### config.mk
export PLATFORM = sky130hd
export DESIGN_NAME = dmx_scan_sequencer
export DESIGN_NICKNAME = d
export VERILOG_FILES = /design/src/rtl/dmx_pkg.sv /design/src/rtl/dmx_scan_timer.sv /design/src/rtl/dmx_blink_timer.sv /design/src/rtl/dmx_glyph_store.sv /design/src/rtl/dmx_scan_sequencer.sv
export SDC_FILE = /design/constraint.sdc
export NUM_CORES = 2
export LEC_CHECK = 0
export ABC_CLOCK_PERIOD_IN_PS = 3850
export BUFFER_PORTS_ARGS = -buffer_cell sky130_fd_sc_hd__buf_4
export CAP_MARGIN = 20
export CORE_MARGIN = 1.5
export CORE_UTILIZATION = 28
export DETAILED_ROUTE_END_ITERATION = 16
export SLEW_MARGIN = 20
export SYNTH_ARGS = -nofsm -noshare
export SYNTH_HDL_FRONTEND = slang
export SYNTH_SLANG_ARGS = --single-unit
### constraint.sdc
create_clock -name clk_i -period 3.85 [get_ports clk_i]
set_input_delay 0.9625 -clock clk_i [delete_from_list [all_inputs] [get_ports clk_i]]
set_output_delay 0.9625 -clock clk_i [all_outputs]
set_load 0.005 [all_outputs]
### src/rtl/dmx_pkg.sv
package dmx_pkg;
  localparam int GLYPH_COLS = 5;
  localparam int GLYPH_ROWS = 7;
  localparam int ROW_W      = 3;
  localparam int UIDX_W     = 4;
  localparam int UDC_N      = 1 << UIDX_W;
  localparam int CODE_W     = 8;

  typedef logic [GLYPH_COLS-1:0] row_bits_t;

  // Small built-in font: H, dash, solid block; all else blank
  function automatic row_bits_t ascii_row(input logic [6:0] code,
                                          input logic [ROW_W-1:0] row);
    row_bits_t r;
    case (code)
      7'h48:   r = (row == 3'd3) ? 5'b11111 : 5'b10001;
      7'h2D:   r = (row == 3'd3) ? 5'b11111 : 5'b00000;
      7'h7F:   r = 5'b11111;
      default: r = 5'b00000;
    endcase
    return r;
  endfunction
endpackage

### src/rtl/dmx_scan_timer.sv
module dmx_scan_timer #(
  parameter int ROW_DWELL = 64,
  parameter int ROWS      = 7,
  localparam int DW = (ROW_DWELL > 1) ? $clog2(ROW_DWELL) : 1,
  localparam int RW = $clog2(ROWS)
) (
  input  logic          clk_i,
  input  logic          rst_ni,
  input  logic          clk_sel_i,
  input  logic          sync_i,
  output logic          int_tick_o,
  output logic [RW-1:0] row_idx_o
);
  logic [DW-1:0] div_q;
  logic          sync_q;
  logic          ext_tick, tick;

  assign int_tick_o = (div_q == DW'(ROW_DWELL-1));
  assign ext_tick   = !clk_sel_i && sync_i && !sync_q;
  assign tick       = clk_sel_i ? int_tick_o : ext_tick;

  always_ff @(posedge clk_i or negedge rst_ni) begin
    if (!rst_ni) begin
      div_q     <= '0;
      sync_q    <= 1'b0;
      row_idx_o <= '0;
    end else begin
      div_q  <= int_tick_o ? '0 : div_q + 1'b1;
      sync_q <= sync_i;
      if (tick)
        row_idx_o <= (row_idx_o == RW'(ROWS-1)) ? '0 : row_idx_o + 1'b1;
    end
  end
endmodule

### src/rtl/dmx_blink_timer.sv
module dmx_blink_timer #(
  parameter int CLK_HZ   = 1_000_000,
  parameter int BLINK_HZ = 2,
  localparam int HALF = (CLK_HZ / (2*BLINK_HZ) > 0) ? CLK_HZ / (2*BLINK_HZ) : 1,
  localparam int CW   = (HALF > 1) ? $clog2(HALF) : 1
) (
  input  logic clk_i,
  input  logic rst_ni,
  output logic on_o
);
  logic [CW-1:0] cnt_q;
  logic          wrap;

  assign wrap = (cnt_q == CW'(HALF-1));

  always_ff @(posedge clk_i or negedge rst_ni) begin
    if (!rst_ni) begin
      cnt_q <= '0;
      on_o  <= 1'b1;
    end else begin
      cnt_q <= wrap ? '0 : cnt_q + 1'b1;
      if (wrap) on_o <= !on_o;
    end
  end
endmodule

### src/rtl/dmx_glyph_store.sv
module dmx_glyph_store
  import dmx_pkg::*;
#(
  parameter int DIGITS = 8,
  localparam int AW   = $clog2(DIGITS),
  localparam int COLW = DIGITS * GLYPH_COLS
) (
  input  logic                  clk_i,
  input  logic                  rst_ni,
  input  logic                  char_we_i,
  input  logic [AW-1:0]         char_addr_i,
  input  logic [CODE_W-1:0]     char_data_i,
  input  logic                  udc_we_i,
  input  logic [UIDX_W-1:0]     udc_sel_i,
  input  logic [ROW_W-1:0]      udc_row_i,
  input  logic [GLYPH_COLS-1:0] udc_data_i,
  input  logic [ROW_W-1:0]      row_idx_i,
  output logic [COLW-1:0]       cols_o
);
  logic [CODE_W-1:0] char_q [DIGITS];
  row_bits_t         udc_q  [UDC_N][1 << ROW_W];

  always_ff @(posedge clk_i or negedge rst_ni) begin
    if (!rst_ni) begin
      for (int d = 0; d < DIGITS; d++) char_q[d] <= '0;
      for (int g = 0; g < UDC_N; g++)
        for (int r = 0; r < (1 << ROW_W); r++) udc_q[g][r] <= '0;
    end else begin
      if (char_we_i) char_q[char_addr_i] <= char_data_i;
      if (udc_we_i && (udc_row_i < ROW_W'(GLYPH_ROWS)))
        udc_q[udc_sel_i][udc_row_i] <= udc_data_i;
    end
  end

  for (genvar d = 0; d < DIGITS; d++) begin : g_digit
    logic [CODE_W-1:0] code;
    row_bits_t         pat;
    assign code = char_q[d];
    assign pat  = code[CODE_W-1] ? udc_q[code[UIDX_W-1:0]][row_idx_i]
                                 : ascii_row(code[6:0], row_idx_i);
    // position 0 sits at the MSB end
    assign cols_o[(DIGITS-1-d)*GLYPH_COLS +: GLYPH_COLS] = pat;
  end
endmodule

### src/rtl/dmx_scan_sequencer.sv
module dmx_scan_sequencer
  import dmx_pkg::*;
#(
  parameter int DIGITS    = 8,
  parameter int ROW_DWELL = 64,
  parameter int CLK_HZ    = 1_000_000,
  parameter int BLINK_HZ  = 2,
  localparam int AW   = $clog2(DIGITS),
  localparam int COLW = DIGITS * GLYPH_COLS
) (
  input  logic                  clk_i,
  input  logic                  rst_ni,
  input  logic                  clk_sel_i,
  input  logic                  sync_i,
  output logic                  sync_o,
  input  logic                  blink_en_i,
  input  logic                  test_en_i,
  input  logic                  char_we_i,
  input  logic [AW-1:0]         char_addr_i,
  input  logic [CODE_W-1:0]     char_data_i,
  input  logic                  udc_we_i,
  input  logic [UIDX_W-1:0]     udc_sel_i,
  input  logic [ROW_W-1:0]      udc_row_i,
  input  logic [GLYPH_COLS-1:0] udc_data_i,
  output logic [GLYPH_ROWS-1:0] row_o,
  output logic [COLW-1:0]       col_o
);
  logic [ROW_W-1:0] row_idx;
  logic             int_tick;
  logic             blink_on;
  logic [COLW-1:0]  glyph_cols;

  dmx_scan_timer #(.ROW_DWELL(ROW_DWELL), .ROWS(GLYPH_ROWS)) u_scan (
    .clk_i, .rst_ni, .clk_sel_i, .sync_i,
    .int_tick_o(int_tick), .row_idx_o(row_idx)
  );

  dmx_blink_timer #(.CLK_HZ(CLK_HZ), .BLINK_HZ(BLINK_HZ)) u_blink (
    .clk_i, .rst_ni, .on_o(blink_on)
  );

  dmx_glyph_store #(.DIGITS(DIGITS)) u_store (
    .clk_i, .rst_ni, .char_we_i, .char_addr_i, .char_data_i,
    .udc_we_i, .udc_sel_i, .udc_row_i, .udc_data_i,
    .row_idx_i(row_idx), .cols_o(glyph_cols)
  );

  assign sync_o = clk_sel_i && int_tick;
  assign row_o  = GLYPH_ROWS'(1) << row_idx;

  // lamp test > blink > image
  always_comb begin
    if (test_en_i)                    col_o = '1;
    else if (blink_en_i && !blink_on) col_o = '0;
    else                              col_o = glyph_cols;
  end
endmodule

==> After elaboration in Yosys (flattened, before gate mapping) <==
Index checks and enable logic that the tools add are counted.
{ "word_totals": {"regBits": 733, "latchBits": 0, "ramBits": 0, "romBits": 0, "in_bits": 31, "output_inout_bits": 48, "elab_cells": 292, "n_memories": 0} }
{ "op_classes": {"addsub": 3, "mul": 0, "div_mod_pow": 0, "magnitude_cmp": 16, "n_eq_ne": 28, "shift": 1, "muxes": 80, "bitwise": 12, "n_reduce_logical": 11} }
{ "ops": {"columns": ["cell", "count"], "rows": [
  ["$bmux 40 s4", 8],
  ["$mux 40", 19],
  ["$bwmux 640", 1],
  ["$demux 40 s4", 1],
  ["$mux 5", 26],
  ["$bmux 5 s3", 8],
  ["$pmux 5 s3", 8],
  ["$eq 7x7->1 const B", 16],
  ["$bwmux 64", 1],
  ["$eq 7x6->1 const B", 8],
  ["$ge 5x5->1 const B", 9],
  ["$not 4->5", 9],
  ["$demux 8 s3", 1],
  ["$add 18x1->18 const B", 1],
  ["$eq 18x18->1 const B", 1],
  ["$mux 18", 1],
  ["$demux 5 s3", 1],
  ["$ge 4x4->1 const B", 3],
  ["$not 3->4", 3],
  ["$logic_and 1x1->1", 8],
  ["$lt 4x1->1 const B", 2],
  ["$mux 8", 1],
  ["$shl 1x3->7 const A", 1],
  ["$add 6x1->6 const B", 1],
  ["11 further kinds", 13]
]} }

==> Logic depth before layout (Yosys ltp) <==
{ "logic_depth": {"ltp_word": 10, "depth_mapped": 13, "mapped_depth_nobuf": 9} }

==> By module <==
Synthesis repeated with hierarchy kept, for this count alone.
{ "unflattened": {"hier_cells": 5538, "hier_area_um2": 71303.4} }
{ "modules_own_cells": {"columns": ["mod", "instances", "cells_per_inst", "area_per_inst_um2", "seq_area_each_um2"], "rows": [
  ["dmx_glyph_store", 1, 5359, 69524.2, 17616.9],
  ["dmx_blink_timer", 1, 81, 875.8, 476.7],
  ["dmx_scan_timer", 1, 41, 464.2, 250.2],
  ["dmx_scan_sequencer", 1, 57, 439.2, 0.0]
]} }

==> Worst setup path after synthesis <==
OpenSTA, ideal clock, no wires.
{ "synth_timing": {"kind": "reg-to-output", "start": "register u_scan.row_idx_o[1]", "end": "output col_o[11]", "t_arrival_ns": 3.236, "t_required_ns": 2.888, "path_slack_ns": -0.349, "stages_incl_launch_ff": 14, "n_path_buf": 4, "cell_sequence": "dfrtp_1 -> buf_2 -> nand2_1 -> clkinv_1 -> clkbuf_1 -> clkbuf_1 -> ha_1 -> clkbuf_1 -> or4b_2 -> a21oi_1 -> a221oi_2 -> and2_1 -> a31o_1 -> a31oi_1"} }
{ "synth_between": {"elab_chain_len": 7, "word_cells_on_any_way": 11, "cone_classes": "eq/ne: 1; mux: 9; bitwise: 1"} }
{ "synth_lines": {"columns": ["element", "line_no", "rtl"], "rows": [
  ["start: declaration", "dmx_scan_timer.sv:12", "output logic [RW-1:0] row_idx_o"],
  ["start signal: assignment", "dmx_scan_timer.sv:31", "row_idx_o <= (row_idx_o == RW'(ROWS-1)) ? '0 : row_idx_o + 1'b1;"],
  ["$not 3->4 (implied by the code)", "dmx_glyph_store.sv:39", "assign pat = code[CODE_W-1] ? udc_q[code[UIDX_W-1:0]][row_idx_i]"],
  ["$bmux 5 s3", "dmx_glyph_store.sv:39", null],
  ["$mux 5 (implied by the code) (2 in a row)", "dmx_glyph_store.sv:39", null],
  ["$mux 5 (*)", "dmx_glyph_store.sv:39", null],
  ["$mux 40 (*)", "dmx_scan_sequencer.sv:54", "else if (blink_en_i && !blink_on) col_o = '0;"],
  ["$mux 40 (*)", "dmx_scan_sequencer.sv:53", "if (test_en_i) col_o = '1;"],
  ["end: declaration", "dmx_scan_sequencer.sv:26", "output logic [COLW-1:0] col_o"]
]} }
Mark *: on every way between the ends. The rest lies on a longest branch, timed or not. The select of a mux whose other input is x is not followed.

==> Worst setup path in the final report <==
{ "layout_timing": {"start": "register u_store.char_q (netlist bit u_store.g_digit[4].code[0])", "end": "output col_o[19]"} }
{ "layout_between": {"elab_chain_len": 10, "word_cells_on_any_way": 14, "cone_classes": "eq/ne: 3; mux: 10; bitwise: 1"} }
{ "layout_lines": {"columns": ["element", "line_no", "rtl"], "rows": [
  ["start: declaration", "dmx_glyph_store.sv:20", "logic [CODE_W-1:0] char_q [DIGITS];"],
  ["start signal: indexed assignment", "dmx_glyph_store.sv:29", "if (char_we_i) char_q[char_addr_i] <= char_data_i;"],
  ["$not 4->5 (implied by the code)", "dmx_glyph_store.sv:39", null],
  ["$bmux 40 s4", "dmx_glyph_store.sv:39", null],
  ["$mux 40 (implied by the code) (2 in a row)", "dmx_glyph_store.sv:39", null],
  ["$bmux 5 s3", "dmx_glyph_store.sv:39", null],
  ["$mux 5 (implied by the code) (2 in a row)", "dmx_glyph_store.sv:39", null],
  ["$mux 5 (*)", "dmx_glyph_store.sv:39", null],
  ["$mux 40 (*)", "dmx_scan_sequencer.sv:54", null],
  ["$mux 40 (*)", "dmx_scan_sequencer.sv:53", null]
]} }
Marked as above.

==> impl_metrics.sql <==
INSERT INTO impl_metrics (metric_group, metric, value, unit) VALUES
('outcome', 'status', 'finished, violations left', ''),
('outcome', 'failed_checks', 'negative setup slack', ''),
('grt', 'antenna_found_initial', '65', ''),
('worst_setup_path', 'timing.critical_path.fanout_max', '5', ''),
('clock_tree', 'cts_max_path_buffers', '3', ''),
('timing', 'report.final.slew_viol_count', '0', ''),
('drt', 'drt_first_iter_violations', '13100', ''),
('pwr', 'cell_internal_pwr', '0.0289', 'W'),
('final_layout', 'finalInstanceArea', '0.100', 'mm²'),
('pwr', 'report.power.total', '0.0543', 'W'),
('floorplanning', 'core_region_area', '0.251', 'mm²'),
('pwr', 'switching_share', '0.467', ''),
('worst_setup_path', 'worst_path_largest_cell_delay', '0.52', 'ns'),
('timing', 'worst_slack', '-1.09', 'ns'),
('pwr', 'comb_power_share', '0.645', ''),
('pwr', 'power.net_switching', '0.0254', 'W'),
('drt', 'totalWireLength', '502000', 'µm'),
('pwr', 'power_frac_clock', '0.173', ''),
('drt', 'wl_per_cell', '47.5', 'µm'),
('clock_tree', 'cts_inserted_buffers', '93', ''),
('yosys', 'synthesis.yosys.warnings', '0', ''),
('clock_tree', 'tritoncts', 'built', ''),
('worst_setup_path', 'data_required_time_of_the_worst_path', '2.89', 'ns'),
('worst_setup_path', 'crit_arrival', '3.98', 'ns'),
('drt', 'num_vias', '72700', ''),
('worst_setup_path', 'cpMaxStageDelayCell', 'dfrtp_4', ''),
('yosys', 'syn-num-nets', '5535', ''),
('grt', 'grt_pass1_vias', '69400', ''),
('yosys', 'postSynthRegisterBits', '733', ''),
('worst_hold_path', 'hold_path.class', 'input port to asynchronous set/reset pin', ''),
('yosys', 'synth.largest_area_cell', 'mux4_2', ''),
('timing', 'final.period_utilization', '1.28', ''),
('pwr', 'cellLeakagePower', '40.5', 'nW'),
('grt', 'grt_usage', '0.383', ''),
('pwr', 'highest_ir_drop_seen_on_vdd', '0.000354', 'V'),
('timing', 'period_needed', '4.94', 'ns'),
('place', 'post-dp-hpwl', '381000', 'µm'),
('yosys', 'yosys.cell_types.count', '86', ''),
('final_layout', 'fin_nets', '7157', ''),
('yosys', 'synth_async_sr_flop_share', '1.00', ''),
('drt', 'drc', '0', ''),
('pwr', 'total_power_divided_by_cell_area', '541', 'mW/mm²'),
('timing', 'timing.hold.ws', '0.246', 'ns'),
('floorplanning', 'die_h', '506', 'µm'),
('timing', 'grt_setup_unrepaired', 'yes', ''),
('final_layout', 'drive_above_1_share', '0.662', ''),
('timing', 'worst_slew_margin_rel', '0.205', ''),
('yosys', 'ys.flop_type', 'dfrtp_1', ''),
('final_layout', 'register_area', '0.0184', 'mm²'),
('final_layout', 'syn2layout_area_growth', '42.1', '%'),
('worst_setup_path', 'critPathCaptureType', 'output pin', ''),
('grt', 'grt_start_max_net_pins', '85', ''),
('timing', 'tightest_slew', '1.19', 'ns'),
('floorplanning', 'number_of_placement_rows', '184', ''),
('floorplanning', 'floorplan.initialDensity', '0.282', ''),
('timing', 'timing_hold_violations_final', '0', ''),
('timing', 'finClkSkew', '0.0223', 'ns'),
('clock_tree', 'clk_transition_reported_paths', '0.07', 'ns'),
('floorplanning', 'die_w', '506', 'µm'),
('clock_tree', 'clock_latency', '0.82', 'ns'),
('yosys', 'synth.top_cells.by_area', 'mux4_2 38%, dfrtp_1 26%, mux2_2 11%, mux2i_1 4.5%, nand2_1 1.6%', ''),
('timing', 'setup_viol_count_final', '40', ''),
('yosys', 'post_synth_most_frequent_cells', '1190 x mux4_2, 732 x dfrtp_1, 693 x mux2_2', ''),
('final_layout', 'fillCellCount', '23500', ''),
('worst_setup_path', 'critPathBufInv', '7', ''),
('worst_setup_path', 'worst-path-stages', '13', ''),
('place', 'placed_cell_area', '0.0886', 'mm²'),
('drt', 'ant_nets', '0', ''),
('place', 'gpl.final_weighted_congestion', '1.12', ''),
('pwr', 'seq_power_share', '0.182', ''),
('yosys', 'post_synthesis_cells', '5501', '');
==> worst paths after layout <==
check,from,end,slack (ns)
min reg2reg,u_blink.cnt_q[0],u_blink.cnt_q[0],0.46
max in group asynchronous,rst_ni,u_store.udc_q[341],2.50
max reg2reg,u_scan.row_idx_o[0],u_scan.row_idx_o[2],1.58
min in group clk_i,sync_i,u_scan.sync_q,0.28
max,u_store.g_digit[4].code[0],col_o[19],-1.09
min,rst_ni,u_store.udc_q[590],0.25
==> cells by family after synthesis <==
kind of cell             count (synthesis)  share of synthesized area
AO/OA/AOI/OAI                          789                     0.0793
XOR/XNOR                                18                    0.00223
adder cells (fa/ha/maj)                  3                   0.000531
buffers and inverters                  678                     0.0481
flip-flops                             733                      0.259
multiplexers                          2198                      0.534
AND/OR/NAND/NOR                       1082                     0.0764
==> power groups by stage <==
stage	clock network, W	logic (W)	registers, W
floorplan	0	0.0122	0.00923
global placement	0	0.0281	0.00990
detailed placement	0	0.0281	0.00994
CTS	0.00951	0.0322	0.00972
global route	0.00977	0.0346	0.00987
finish	0.00940	0.0350	0.00989
==> cell usage in the layout, fill, tap and decap left out, drive strengths merged, types with 40 or more instances in the layout <==
cell    netlist  layout
buf         369    2172
dfrtp       732     732
a22oi        60      60
clkbuf      287     130
a31oi        42      42
nor2        206     206
nand4        52      52
nor4         40      40
mux2        693     693
nor3         85      85
a211oi       95      95
mux2i       315     315
nand2       309     309
o22ai       141     141
a21oi       107     107
nand2b       50      50
nand3       100     100
diode         0      40
mux4       1190    1190
o21ai        79      79
nor2b       106     106
==> final cells by class <==
class	instances	area share
multi-input cells	4090	0.524
clock inverters	45	0.00559
repair buffers	2183	0.217
clock buffers	124	0.0259
well taps	3348	0.0417
inverters	22	0.000897
diodes	40	0.000997
flip-flops and latches	733	0.184
==> layer usage <==
metal | global-route usage | vias up | wire length, µm
met1 | 0.475 | 37700 | 180000
met2 | 0.523 | 6900 | 200000
li1 | - | 26200 | -
met5 | 0 | - | 542
met3 | 0.162 | 1832 | 73500
met4 | 0.290 | 54 | 48400
==> through the flow <==
stage	setup WS, ns	TNS [ns]	utilization
floorplan	0.0162	0	-
global placement	-1.33	-22.41	0.353
detailed placement	-1.24	-20.72	0.353
CTS	-1.14	-34.39	0.391
global route	-1.05	-34.65	0.400
finish	-1.09	-36.18	0.400
==> timing repair <==
item | CTS | global route
cloned | 23 | 4
pin swaps | 167 | 164
endpoints found under the setup margin | 40 | 40
resized for setup | 793 | 340
buffers inserted | 211 | 120
==> state kept, by name, summed over array words and instances, names as in the netlist <==
| name | cells |
|---|---|
| u_store.g_digit.code | 64 |
| u_store.udc_q | 640 |
| u_scan.row_idx_o | 3 |
| u_scan.div_q | 6 |
| u_blink.cnt_q | 18 |
| u_blink.on_o | 1 |
| u_scan.sync_q | 1 |
No activity file was read; power rests on OpenSTA's default activity.
